--- config.mk ---
export PLATFORM = sky130hd
export DESIGN_NAME = uart_irq_merge
export DESIGN_NICKNAME = d
export VERILOG_FILES = /design/src/rtl/uart_irq_merge.sv
export SDC_FILE = /design/constraint.sdc
export NUM_CORES = 1
export LEC_CHECK = 0
export ABC_CLOCK_PERIOD_IN_PS = 1650
export BUFFER_PORTS_ARGS = -buffer_cell sky130_fd_sc_hd__clkbuf_2
export CORE_ASPECT_RATIO = 1.4
export CORE_UTILIZATION = 45
export CTS_BUF_LIST = sky130_fd_sc_hd__clkbuf_4
export DETAILED_ROUTE_END_ITERATION = 16
export GPL_ROUTABILITY_DRIVEN = 0
export PLACE_DENSITY = 0.83
export SLEW_MARGIN = 25
export SYNTH_ARGS = -nofsm -noshare
export SYNTH_HDL_FRONTEND = slang
export SYNTH_SLANG_ARGS = --single-unit
--- constraint.sdc ---
create_clock -name clk -period 1.65 [get_ports clk]
set_clock_uncertainty 0.1 [all_clocks]
set_input_delay 0.0825 -clock clk [delete_from_list [all_inputs] [get_ports clk]]
set_output_delay 0.0825 -clock clk [all_outputs]
set_load 0.005 [all_outputs]
--- src/rtl/uart_irq_merge.sv ---
module uart_irq_merge #(
  parameter int N_CH = 2,
  parameter int LS_W = 4
) (
  input  logic                   clk,
  input  logic                   rst_n,
  input  logic [N_CH-1:0]        rx_above_trig,
  input  logic [N_CH-1:0]        rx_fifo_empty,
  input  logic [N_CH-1:0]        rx_tmo_evt,
  input  logic [N_CH-1:0]        rx_char_evt,
  input  logic [LS_W*N_CH-1:0]   lsr_err,
  input  logic [N_CH-1:0]        tx_rdy_evt,
  input  logic [N_CH-1:0]        modem_evt,
  input  logic [N_CH-1:0]        xoff_evt,
  input  logic [N_CH-1:0]        spchar_evt,
  input  logic [N_CH-1:0]        lsr_rd,
  input  logic [N_CH-1:0]        msr_rd,
  input  logic [N_CH-1:0]        isr_rd,
  input  logic [4*N_CH-1:0]      src_en,
  input  logic                   gpio_evt,
  input  logic                   gpio_rd,
  input  logic                   timer_evt,
  input  logic                   timer_rd,
  input  logic [1:0]             dev_en,
  output logic [31:0]            gstat,
  output logic                   irq
);
  localparam int CW = 3;
  localparam int CODE_LSB = 8;
  localparam logic [31:0] USED =
    ((32'h1 << N_CH) - 32'h1) | (((32'h1 << (CW*N_CH)) - 32'h1) << CODE_LSB);

  logic gp_p, gp_h, tm_p, tm_h;
  logic gp_set, tm_set;
  logic [CW*N_CH-1:0] code_all;
  logic [N_CH-1:0]    any_all;
  logic [31:0]        gstat_n;

  assign gp_set = gpio_evt & ~gp_h;
  assign tm_set = timer_evt & ~tm_h;

  always_ff @(posedge clk) begin
    if (!rst_n) begin
      gp_p <= 1'b0; gp_h <= 1'b0;
      tm_p <= 1'b0; tm_h <= 1'b0;
    end else begin
      gp_h <= gpio_evt;
      tm_h <= timer_evt;
      gp_p <= gp_set | (gp_p & ~gpio_rd);
      tm_p <= tm_set | (tm_p & ~timer_rd);
    end
  end

  for (genvar c = 0; c < N_CH; c++) begin : g_ch
    logic rdy_q, ls_p, tmo_p, tx_p, mdm_p, xo_p, sc_p;
    logic ls_h, tmo_h, tx_h, mdm_h, xo_h, sc_h;
    logic ls_now, ls_set;
    logic p1, p2, p3, p4, gp_v, tm_v;
    logic [3:0] en;

    assign ls_now = |lsr_err[LS_W*c +: LS_W];
    assign ls_set = ls_now & ~ls_h;
    assign en     = src_en[4*c +: 4];

    always_ff @(posedge clk) begin
      if (!rst_n) begin
        rdy_q <= 1'b0;
        {ls_p, tmo_p, tx_p, mdm_p, xo_p, sc_p} <= '0;
        {ls_h, tmo_h, tx_h, mdm_h, xo_h, sc_h} <= '0;
      end else begin
        rdy_q <= rx_above_trig[c];
        ls_h  <= ls_now;
        tmo_h <= rx_tmo_evt[c];
        tx_h  <= tx_rdy_evt[c];
        mdm_h <= modem_evt[c];
        xo_h  <= xoff_evt[c];
        sc_h  <= spchar_evt[c];
        ls_p  <= ls_set | (ls_p & ~lsr_rd[c]);
        tmo_p <= (rx_tmo_evt[c] & ~tmo_h) | (tmo_p & ~rx_fifo_empty[c]);
        tx_p  <= (tx_rdy_evt[c] & ~tx_h)  | (tx_p  & ~isr_rd[c]);
        mdm_p <= (modem_evt[c] & ~mdm_h)  | (mdm_p & ~msr_rd[c]);
        xo_p  <= (xoff_evt[c] & ~xo_h)    | (xo_p  & ~isr_rd[c]);
        sc_p  <= (spchar_evt[c] & ~sc_h)  | (sc_p & ~(isr_rd[c] | rx_char_evt[c]));
      end
    end

    assign p1   = en[0] & (rdy_q | ls_p);
    assign p2   = en[1] & tmo_p;
    assign p3   = en[2] & tx_p;
    assign p4   = en[3] & (mdm_p | xo_p | sc_p);
    assign gp_v = (c == 0) ? (gp_p & dev_en[0]) : 1'b0;
    assign tm_v = (c == 0) ? (tm_p & dev_en[1]) : 1'b0;

    assign code_all[CW*c +: CW] = p1 ? 3'd1 : p2 ? 3'd2 : p3 ? 3'd3 :
                                  p4 ? 3'd4 : gp_v ? 3'd6 : tm_v ? 3'd7 : 3'd0;
    assign any_all[c] = p1 | p2 | p3 | p4 | gp_v | tm_v;


    sum_code_chk: assert property (@(posedge clk) disable iff (!rst_n)
      gstat[c] == (gstat[CODE_LSB+CW*c +: CW] != 3'd0));

    no_rsvd_code_chk: assert property (@(posedge clk) disable iff (!rst_n)
      gstat[CODE_LSB+CW*c +: CW] != 3'd5);
    if (c > 0) begin : g_hi

      no_dev_code_chk: assert property (@(posedge clk) disable iff (!rst_n)
        gstat[CODE_LSB+CW*c +: CW] <= 3'd4);
    end

    ls_set_wins_chk: assert property (@(posedge clk) disable iff (!rst_n)
      ls_set && lsr_rd[c] |=> ls_p);

    ls_clear_chk: assert property (@(posedge clk) disable iff (!rst_n)
      lsr_rd[c] && !ls_set |=> !ls_p);

    sc_clear_chk: assert property (@(posedge clk) disable iff (!rst_n)
      rx_char_evt[c] && !(spchar_evt[c] && !sc_h) |=> !sc_p);
  end

  always_comb begin
    gstat_n = '0;
    for (int c = 0; c < N_CH; c++) begin
      gstat_n[c] = any_all[c];
      gstat_n[CODE_LSB + CW*c +: CW] = code_all[CW*c +: CW];
    end
  end

  always_ff @(posedge clk) begin
    if (!rst_n) begin
      gstat <= '0;
      irq   <= 1'b0;
    end else begin
      gstat <= gstat_n;
      irq   <= |any_all;
    end
  end


  rsvd_zero_chk: assert property (@(posedge clk) disable iff (!rst_n)
    (gstat & ~USED) == 32'h0);

  irq_or_chk: assert property (@(posedge clk) disable iff (!rst_n)
    irq == |gstat[N_CH-1:0]);

  tm_set_wins_chk: assert property (@(posedge clk) disable iff (!rst_n)
    tm_set && timer_rd |=> tm_p);

  tm_clear_chk: assert property (@(posedge clk) disable iff (!rst_n)
    timer_rd && !tm_set |=> !tm_p);

  gp_clear_chk: assert property (@(posedge clk) disable iff (!rst_n)
    gpio_rd && !gp_set |=> !gp_p);

  reset_out_chk: assert property (@(posedge clk)
    !rst_n |=> gstat == 32'h0 && !irq);
endmodule

Yosys cells after proc, flatten, opt, wreduce, memory -nomap -nowiden
Cells that the tools add are included.

storage, ports and cells
  bits in registers = 63
  output and inout bits = 33

operators by class
  reductions and logical operators = 7
  bitwise logic cells = 95
  mux-type cells = 10

operators by type and width
  kind             number
  $and 1x1->1      38
  $mux 3           10
  $or 1x1->1       30
  $not 1->1        27
  $reduce_or 4->1  4
  $reduce_or 2->1  3

Longest topological paths before layout
Gate-level depths: netlist of the first run.

  word-level depth = 8
  depth in mapped cells = 3
  gate-level depth less buffers = 3

Worst setup path before layout of the first run
OpenSTA, ideal clock, no wires.

  path kind = register to register
  start = register g_ch[0].xo_p
  end = register irq
  cell stages (with the launch flop) = 3
  clock period less this slack = 1.232 ns
  setup time = 0.125 ns
  setup slack = 0.418 ns
  arrival = 1.007 ns
  path buffers = 0
  path through = dfxtp_1 > o31a_1 > o41a_1

on the way
  cells in the longest elaborated chain, start to end = 7

RTL lines
  item                      RTL line  RTL
  start: declaration        55        logic rdy_q, ls_p, tmo_p, tx_p, mdm_p, xo_p, sc_p;
  start signal: assignment  82        xo_p <= (xoff_evt[c] & ~xo_h) | (xo_p & ~isr_rd[c]);
  $or 1x1->1 (2 in series)  90        assign p4 = en[3] & (mdm_p | xo_p | sc_p);
  $and 1x1->1               90
  $or 1x1->1 (3 in series)  96        assign any_all[c] = p1 | p2 | p3 | p4 | gp_v | tm_v;
  $reduce_or 2->1           134       irq <= |any_all;
  end signal: assignment    134
  end: declaration          26        output logic irq

No other way between the ends.
A chain may end at the register's enable or synchronous reset.

Worst setup path in the final report of the first run
  start = input port lsr_err[2]
  end = register g_ch[0].ls_p

on the way
  cells in the longest elaborated chain, start to end = 3

RTL lines
  item                    RTL line  RTL
  start: declaration      11        input logic [LS_W*N_CH-1:0] lsr_err,
  $reduce_or 4->1         61        assign ls_now = |lsr_err[LS_W*c +: LS_W];
  $and 1x1->1             62        assign ls_set = ls_now & ~ls_h;
  $or 1x1->1              78        ls_p <= ls_set | (ls_p & ~lsr_rd[c]);
  end signal: assignment  78
  end: declaration        55

No other way between the ends.

==> results of run 1 <==
-- worst paths after layout --
kind / startpoint / endpoint / slack (ns) / cells after the start
max: lsr_err[2] / g_ch[0].ls_p / 0.19 / 5
min: rst_n / g_ch[1].mdm_h / 0.02 / 3
max reg2reg: g_ch[1].tmo_p / gstat[11] / 0.29 / 4
min reg2reg: g_ch[0].ls_h / g_ch[0].ls_p / 0.32 / 1
-- layout make-up --
class | count | share of cell area, %
Clock buffer | 6 | 2.07
Multi-Input combinational cell | 103 | 25.1
Sequential cell | 39 | 35.8
Timing Repair Buffer | 95 | 31.1
Inverter | 21 | 3.62
Tap cell | 39 | 2.24
-- cell families after synthesis --
group                  after synthesis
AND/OR/NAND/NOR                     49
other                                1
AO/OA/AOI/OAI                       30
buffers and inverters               48
flip-flops                          39
-- layout by cell type, fill, tap and decap left out, types with 2 or more instances in the layout --
cell type      Yosys  layout
dfxtp_1           39      39
nor2_1            18      18
inv_1             20      20
and2_1            14      14
conb_1             1      24
nand3_1            3       3
a31oi_1            2       2
nor2b_1            2       2
o22ai_1           10      10
nor4_1             2       2
o21ai_1            2       2
o31ai_1            3       3
clkbuf_2           0      54
a22oi_1            2       2
a21oi_1            4       4
clkbuf_4           0       6
nand3b_1           2       2
nand2_1            7       7
dlygate4sd3_1      0      40
-- repair_timing --
action	4_1_cts	5_1_grt
setup endpoints to repair	0	0
hold buffers	40	0
buffers inserted	0	0
hold endpoints to repair	36	0
-- worst max-delay path, cell delays in order --
cell           delay [ns]
dlygate4sd3_1        0.54
clkbuf_2             0.10
nor4_1               0.18
dlygate4sd3_1        0.62
o31ai_1              0.07
-- per-layer routing --
| metal | global-route usage (%) | vias up |
|---|---|---|
| li1 | - | 696 |
| met1 | 20.2 | 602 |
| met2 | 35.8 | 56 |
| met3 | 5.38 | 10 |
| met4 | 14.2 | 0 |
| met5 | 0 | - |
-- state kept, by name, summed over array words and instances, names as in the netlist --
| name | cells |
|---|---|
| g_ch.ls_h | 2 |
| g_ch.ls_p | 2 |
| g_ch.mdm_h | 2 |
| g_ch.mdm_p | 2 |
| g_ch.rdy_q | 2 |
| g_ch.sc_h | 2 |
| g_ch.sc_p | 2 |
| g_ch.tmo_h | 2 |
| g_ch.tmo_p | 2 |
| g_ch.tx_h | 2 |
| g_ch.tx_p | 2 |
| g_ch.xo_h | 2 |
| g_ch.xo_p | 2 |
| gp_h | 1 |
| gp_p | 1 |
| gstat | 8 |
| irq | 1 |
| tm_h | 1 |
| tm_p | 1 |
-- metrics by stage --
step | power [mW] | cell area [um2]
floorplan | 1.21 | 1600
global placement | 1.26 | 1730
detailed placement | 1.26 | 1730
CTS | 1.77 | 2180
global route | 1.86 | 2180
finish | 1.76 | 2180
-- power breakdown --
| group | switching, mW | internal [mW] | total, mW |
|---|---|---|---|
| combinational | 0.122 | 0.167 | 0.289 |
| clock | 0.273 | 0.168 | 0.442 |
| sequential | 0.0258 | 1.00 | 1.03 |
==> summary.md, run 1 <==
| Metric | Value |
|---|---|
| Worst vdd ir | 0.600 mV |
| Async SR Flop Fraction | 0% |
| Syn avg cell area | 9.05 um2 |
| Max Fanout on Critical Path | 2 |
| Wire length per cell | approximately 11 um |
| Post-DP HPWL | 2010 um |
| Layout Cells excl Fill | 303 |
| Post-synthesis simple-gate area fraction | approximately 16% |
| Synth Area in Compound Gates | between 10% and 20% |
| Crit path launch type | input port |
| DR top layer | met4 |
| Core Util, Final | 69.1% |
| Die Span Y | between 70 and 80 um |
| Setup violators final | 0 |
| Top FF cell, synth | dfxtp_1 |
| Final hold vios | 0 |
| Largest family of logic cells by synthesized area | buffers and inverters |
| Layout cell share with drive strength beyond 1 | 24.6% |
| Synthesized area | 1510 um2 |
| WL met3 | 171 um |
| Routed Antenna Nets | 0 |
| Antenna Cells | 0 |
| Final WS setup | around 0.19 ns |
| Tot GR Track Use | 20.4% |
| Arrival time at the worst endpoint | 1.58 ns |
| Final routed DRC violation total | 0 |
| EDFF count, synth | 0 |
| Number of buffers created by CTS | 5 |
| Most frequent cell after synthesis | dfxtp_1 |
| Synth Register Bits | 39 |
| Yosys top cell by area | dfxtp_1 |
| # resized after CTS | 0 |
| Post-Synthesis Cells | approximately 170 |
| PD cells | roughly 810 nW/um2 |
| CTS sink cnt | 39 |
| Starting Density | a little under half |
| RSZ-0062 raised after global routing | no |
| WS Path Type | input port to flip-flop |
| Core area | 3150 um2 |
| Num ports | 79 |
| Vias in the first global route | ~1.3k |
| Reg clk slew, reported paths | 0.10 ns |
| Adder-cell area share of the yosys netlist | 0% |
| H-tree depth | 2 |
| Final setup TNS | 0 ns |
| DP Worst Slack | 0.309 ns |
| Yosys cell types | 28 |
| CTS tree | built |
| Dpl cells | 257 |
| Sequential share of the synthesized area | 51.7% |
| Routed via count | between 1k and 1.5k |
| Register area | approximately 780 um2 |
| GR Overflow Total | 0 |
| Fin crit share | 88.4% |
| Multi-input gate area | about 550 um2 |
| Hold Path Class | input port to flip-flop |
| DR WL met2 | 1700 um |
| Status | finished, final reports clean |
| Mux cell area share after synthesis | 0% |
| Synth area leaders | dfxtp_1, buf_4, and2_1 |
| Initial antenna violation count | 0 |
| Std-Cell Rows | 24 |
| Clock latency at the later pin of the worst-skew pair | about 0.33 ns |
| Drt first-iter violations | 30 |
| Data required, critical path | 1.77 ns |
| Max Freq | 0.686 GHz |
| Crit. End Element | flip-flop |
| Final Slew Violations | 0 |
| First-pass GRT wire length | approximately 5300 um |
| Die ar. | 3600 um2 |
| Synth top area share | 51.7% |
| Via density | about 4.5 |
| Final-layout fill cell count | roughly 250 |
| Wl on met1 | 1220 um |
| Die X | 51.0 um |
| CTS Buffer Depth | 2 |
| Largest net degree at the start of global routing | 23 |
| XOR/XNOR Fraction of Synth Area | 0% |
| Synth Warn # | 0 |
| Area grow syn2layout | 44.1% |
| Routed wire length | 3240 um |
| Tmin final | 1.46 ns |
| Fin nets | 311 |
| Drt pass-1 iters | 4 |
| Root Buffer | clkbuf_4 |
| # Max-Cap Violations | 0 |
| Hold_ws | 0.0214 ns |
| Port bufs | 54 |
| Top cells by count, synth | dfxtp_1, buf_4, inv_1, nor2_1, and2_1 |
| Leakage power | 1.07 nW |
No activity file was read; power rests on OpenSTA's default activity.
==> run 2: changes to the inputs <==
RECOVER_POWER = 25   (was unset)
==> summary.md, run 2 (synthesis results as in run 1) <==
| Metric | Value |
|---|---|
| Status | finished, final reports clean |
| Number of flip-flops in the largest register | 8 (unchanged) |
| Drt first-iter violations | 30 (unchanged) |
| Core area | 3150 um2 (unchanged) |
| Fin nets | 311 (unchanged) |
| Overall Power | 1.76 mW (about the same) |
| Clock share of power | 25.1% (about the same) |
| Post-CTS setup buffers | 0 (unchanged) |
| CP max-delay cell | dlygate4sd3_1 |
| Final Slew Violations | 0 (unchanged) |
| RSZ-0062 raised after global routing | no |
| Max Freq | 0.686 GHz (about the same) |
| H-tree depth | 2 (unchanged) |
| Setup violators final | 0 (unchanged) |
| Final routed DRC violation total | 0 (unchanged) |
| Dpl cells | 257 (unchanged) |
| Vias in the first global route | 1316 (unchanged) |
| Switching power total | 0.421 mW (about the same) |
| Std-Cell Rows | 24 (unchanged) |
| Die X | 51.0 um (unchanged) |
| CTS Buffer Depth | 2 (unchanged) |
| Initial antenna violation count | 0 (unchanged) |
| Root Buffer | clkbuf_4 |
| CTS tree | built |
| Crit-path cells | dlygate4sd3_1, clkbuf_2, nor4_1, dlygate4sd3_1, o31ai_1 |
| Layout cell share with drive strength beyond 1 | 24.2% (-0.38 points) |
| Sw Share | 23.9% (about the same) |
| Arrival time at the worst endpoint | 1.58 ns (about the same) |
| Largest net degree at the start of global routing | 23 (unchanged) |
| Worst vdd ir | 0.600 mV (about the same) |
| Drt pass-1 iters | 4 (unchanged) |
| Tot GR Track Use | 20.4% (unchanged) |
| Most frequent cells in the layout | clkbuf_2, dlygate4sd3_1, dfxtp_1 |
| Max Fanout on Critical Path | 2 (unchanged) |
| Reg clk slew, reported paths | 0.10 ns (about the same) |
| Num ports | 79 (unchanged) |
| Routed wire length | 3240 um (unchanged) |
| CP peak stage delay | 0.62 ns (about the same) |
| Final setup TNS | 0 ns (unchanged) |
| Crit. End Element | flip-flop |
| Leakage power | 1.07 nW (-0.28%) |
| Layout Cells excl Fill | 303 (unchanged) |
| Pint | 1.34 mW (about the same) |
| Tmin final | 1.46 ns (+0.0000330 ns) |
| Starting Density | 47.9% (unchanged) |
| Data required, critical path | 1.77 ns (about the same) |
| Post-DP HPWL | 2010 um (unchanged) |
| Antenna Cells | 0 (unchanged) |
| Clock latency at the later pin of the worst-skew pair | 0.33 ns (about the same) |
| GR Overflow Total | 0 (unchanged) |
| Design area | 2180 um2 (about the same) |
| Wire length per cell | 10.7 um (unchanged) |
| Largest reg by FF count | gstat |
| First-pass GRT wire length | 5310 um (unchanged) |
| Crit path launch type | input port |
| Routed via count | 1363 (-0.073%) |
| Port bufs | 54 (unchanged) |
| Most used cell, CP | dlygate4sd3_1 |
| Fin crit share | 88.4% (about the same) |
| Die Span Y | 70.6 um (unchanged) |
| Die ar. | 3600 um2 (unchanged) |
| Placed Instance Area | 1730 um2 (unchanged) |
| # resized after CTS | 0 (unchanged) |
| Hold Path Class | input port to flip-flop |
| WS Path Type | input port to flip-flop |
| Final hold vios | 0 (unchanged) |
| PD cells | 808 nW/um2 (about the same) |
| Routed Antenna Nets | 0 (unchanged) |
| CTS sink cnt | 39 (unchanged) |
| Comb power frac | 16.4% (about the same) |
| Area grow syn2layout | 44.0% (about the same) |
| Via density | 4.50 (about the same) |
| Most common cell after layout, fill and taps aside | clkbuf_2 |
| # Max-Cap Violations | 0 (unchanged) |
| Number of buffers created by CTS | 5 (unchanged) |
| Flop pwr share | 58.5% (about the same) |
run 2: cell counts in the layout (fill, tap and decap cells not counted):
No cell type changed its count.
run 2: routing by layer:
layer	vias to the layer above	GRT usage, %	routed length, um
li1	696	-	-
met2	56	35.8	1700
met4	0	14.2	146
met1	601	20.2	1220
met3	10	5.38	171
met5	-	0	0
run 2: area by class of cell:
| class | instances | area, um2 |
|---|---|---|
| clock buffers | 6 | 45.0 |
| fillers | 254 | 976 |
| flip-flops and latches | 39 | 781 |
| well taps | 39 | 48.8 |
| repair buffers | 95 | 677 |
| multi-input cells | 103 | 547 |
| inverters | 21 | 78.8 |
run 2: path summary, 6_finish.rpt:
check                           cells past startpoint       endpoint          start  slack [ns]
worst min-delay path                                3  g_ch[1].mdm_h          rst_n        0.02
worst max-delay path                                5   g_ch[0].ls_p     lsr_err[2]        0.19
worst min register to register                      1   g_ch[0].ls_p   g_ch[0].ls_h        0.32
worst max register to register                      4      gstat[11]  g_ch[1].tmo_p        0.29
run 2: per-stage QoR:
stage          worst slack (ns)  util (%)  hold slack [ns]
6_report                  0.191      69.0           0.0215
3_5_place_dp              0.309      55.0            0.195
2_1_floorplan             0.418         -            0.104
5_1_grt                  0.0712      69.0           0.0274
4_1_cts                   0.229      69.1           0.0105
3_3_place_gp              0.386      55.0            0.194
run 2: timing repair:
action,in CTS,in global routing
setup endpoints to repair,0,0
hold endpoints to repair,36,0
hold buffers,40,0
run 2: critical path, delay by kind of cell:
| kind | cells | cell delay (ns) |
|---|---|---|
| buffers and inverters | 3 | 1.26 |
| AND/OR/NAND/NOR | 1 | 0.18 |
| AO/OA/AOI/OAI | 1 | 0.07 |
run 2: power groups by stage:
stage	clock network [mW]	logic [mW]	registers, mW
final	0.442	0.289	1.03
after global routing	0.496	0.324	1.04
after CTS	0.456	0.286	1.03
after detailed placement	0	0.213	1.05
after global placement	0	0.210	1.05
after floorplan	0	0.158	1.05
==> run 3: changes to the inputs <==
--- a/config.mk
+++ b/config.mk
@@ -7,11 +7,11 @@
 export LEC_CHECK = 0
 export ABC_CLOCK_PERIOD_IN_PS = 1650
-export BUFFER_PORTS_ARGS = -buffer_cell sky130_fd_sc_hd__clkbuf_2
 export CORE_ASPECT_RATIO = 1.4
 export CORE_UTILIZATION = 45
 export CTS_BUF_LIST = sky130_fd_sc_hd__clkbuf_4
 export DETAILED_ROUTE_END_ITERATION = 16
+export DONT_BUFFER_PORTS = 1
 export GPL_ROUTABILITY_DRIVEN = 0
-export PLACE_DENSITY = 0.83
+export PLACE_DENSITY = 0.63
 export RECOVER_POWER = 25
 export SLEW_MARGIN = 25
@@ -19,2 +19,3 @@
 export SYNTH_HDL_FRONTEND = slang
 export SYNTH_SLANG_ARGS = --single-unit
+export TNS_END_PERCENT = 5
==> constraint.sdc (replaced) <==
create_clock -name clk -period 1.65 [get_ports clk]
set_clock_uncertainty 0.1 [all_clocks]
set_input_delay 0.165 -clock clk [delete_from_list [all_inputs] [get_ports clk]]
set_output_delay 0.165 -clock clk [all_outputs]
set_load 0.005 [all_outputs]
==> summary.md, run 3 (synthesis results as in run 1) <==
| Metric | Value |
|---|---|
| Area grow syn2layout | 41.3% |
| Num ports | 79 (unchanged) |
| Hold_ws | -0.00516 ns (-0.0267 ns) |
| Reg clk slew, reported paths | 0.10 ns (about the same) |
| Largest net degree at the start of global routing | 20 (-13%) |
| Final Slew Violations | 0 (unchanged) |
| Final-layout fill cell count | 269 (+5.9%) |
| Routed via count | 1281 (-6.0%) |
| Starting Density | 47.9% (unchanged) |
| Max Fanout on Critical Path | 3 (+1) |
| Clock latency at the later pin of the worst-skew pair | 0.35 ns (+0.02 ns) |
| H-tree depth | 2 (unchanged) |
| Drt first-iter violations | 39 (+30%) |
| Post-CTS setup buffers | 0 (unchanged) |
| Largest reg by FF count | gstat |
| Status | complete, but fails checks |
| Number of flip-flops in the largest register | 8 (unchanged) |
| Leakage power | 0.980 nW (-8.3%) |
| Fin crit share | 93.4% (+5.0 points) |
| Crit. End Element | flip-flop |
| Failing checks | negative hold slack |
| Overall Power | 1.77 mW (+0.73%) |
| Placed Instance Area | 1470 um2 (-15%) |
| Initial antenna violation count | 0 (unchanged) |
| GR Layer Usage met1 | 24.0% (+3.8 points) |
| Arrival time at the worst endpoint | 1.73 ns (+0.15 ns) |
| Met3 GRT Util | 7.96% (+2.6 points) |
| FF-to-FF path depth | 5 (+1) |
| Final routed DRC violation total | 0 (unchanged) |
| Die X | 51.0 um (unchanged) |
| Post-DP HPWL | 2090 um (+4.4%) |
| Fin nets | 278 (-11%) |
| Hold depth | 3 (unchanged) |
| Setup violators final | 0 (unchanged) |
| Root Buffer | clkbuf_4 |
| Core Util, Final | 67.7% (-1.3 points) |
| Number of buffers created by CTS | 5 (unchanged) |
| Routed wire length | 3610 um (+11%) |
| First-pass GRT wire length | 5930 um (+12%) |
| CTS sink cnt | 39 (unchanged) |
| Design area | 2140 um2 (-1.9%) |
| Hold Path Class | input port to flip-flop |
| WS Path Type | flip-flop to flip-flop |
| CTS tree | built |
| Wire length per cell | 13.3 um (+24%) |
| Vias in the first global route | 1317 (+0.076%) |
| Max Freq | 0.649 GHz (-5.3%) |
| Most frequent cells in the layout | dlygate4sd3_1, dfxtp_1, conb_1 |
| # Max-Cap Violations | 0 (unchanged) |
| Data required, critical path | 1.84 ns (+0.07 ns) |
| GRT Max-Usage Layer | met2 |
| CTS Buffer Depth | 2 (unchanged) |
| Die ar. | 3600 um2 (unchanged) |
| Die Span Y | 70.6 um (unchanged) |
| Most common cell after layout, fill and taps aside | dlygate4sd3_1 |
| Via density | 4.71 (+4.7%) |
| Crit path launch type | flip-flop |
| Antenna Cells | 0 (unchanged) |
| Routed Antenna Nets | 0 (unchanged) |
| GR Util met2 | 37.6% (+1.8 points) |
| PD cells | 830 nW/um2 (+2.7%) |
| Layout cell share with drive strength beyond 1 | 6.01% (-18 points) |
| Drt pass-1 iters | 4 (unchanged) |
| Tmin final | 1.54 ns (+0.0821 ns) |
| RSZ-0062 raised after global routing | no |
| Tot GR Track Use | 22.4% (+2.0 points) |
| Port bufs | 0 (-100%) |
| Worst vdd ir | 0.737 mV (+23%) |
| Core area | 3150 um2 (unchanged) |
| Std-Cell Rows | 24 (unchanged) |
| GR Overflow Total | 0 (unchanged) |
| Final hold vios | 1 (+1) |
| Final setup TNS | 0 ns (unchanged) |
[run 3: cell types whose count changed in the layout (fill, tap and decap cells not counted), moves of 2 or more]
| cell | before | now |
|---|---|---|
| dlygate4sd3_1 | 40 | 59 |
| clkbuf_2 | 53 | 0 |
| o21ai_1 | 2 | 0 |
| o21ai_2 | 0 | 2 |
| clkinv_1 | 0 | 2 |
[run 3: report_power, final]
part	internal [mW]	total, mW	switching (mW)
Clock	0.174	0.464	0.290
Sequential	1.00	1.04	0.0336
Combinational	0.163	0.271	0.108
Total	1.34	1.77	0.431
[run 3: critical path, stage by stage (launching register included)]
cell           delay [ns]
dfxtp_1              0.34
a22oi_2              0.18
buf_4                0.15
nand3_1              0.07
dlygate4sd3_1        0.55
nor2_1               0.09
[run 3: worst paths after layout]
path,from,endpoint,slack (ns)
worst min register to register,g_ch[0].ls_h,g_ch[0].ls_p,0.33
worst max register to register,g_ch[1].tmo_p,gstat[13],0.11
worst max-delay path,g_ch[1].tmo_p,gstat[13],0.11
worst min-delay path,src_en[4],gstat[1],-0.005
[run 3: cell type report]
cell class	instances	area, um2	share of cell area, %
clock buffers	6	45.0	2.11
clock inverters	2	7.51	0.351
inverters	21	81.3	3.81
multi-input cells	103	554	26.0
flip-flops and latches	39	781	36.6
well taps	39	48.8	2.28
repair buffers	62	618	28.9
[run 3: routing by layer]
layer	part of all wire, %	vias up
met2	53	50
met4	3.4	0
li1	-	631
met5	0	-
met1	38	587
met3	5.7	13
[run 3: repair_timing]
| item | 4_1_cts | 5_1_grt |
|---|---|---|
| hold buffers | 58 | 2 |
| setup endpoints to repair | 0 | 12 |
| endpoints found under the hold margin | 39 | 3 |
| resized for setup | 0 | 6 |
[run 3: metrics by stage]
stage               std cells  worst slack (ns)  hold slack [ns]
detailed placement        204             0.305            0.187
floorplan                 190             0.418            0.187
global route              272            0.0217          0.00268
global placement          204             0.395            0.185
finish                    272             0.109         -0.00516
CTS                       270           0.00455           0.0212
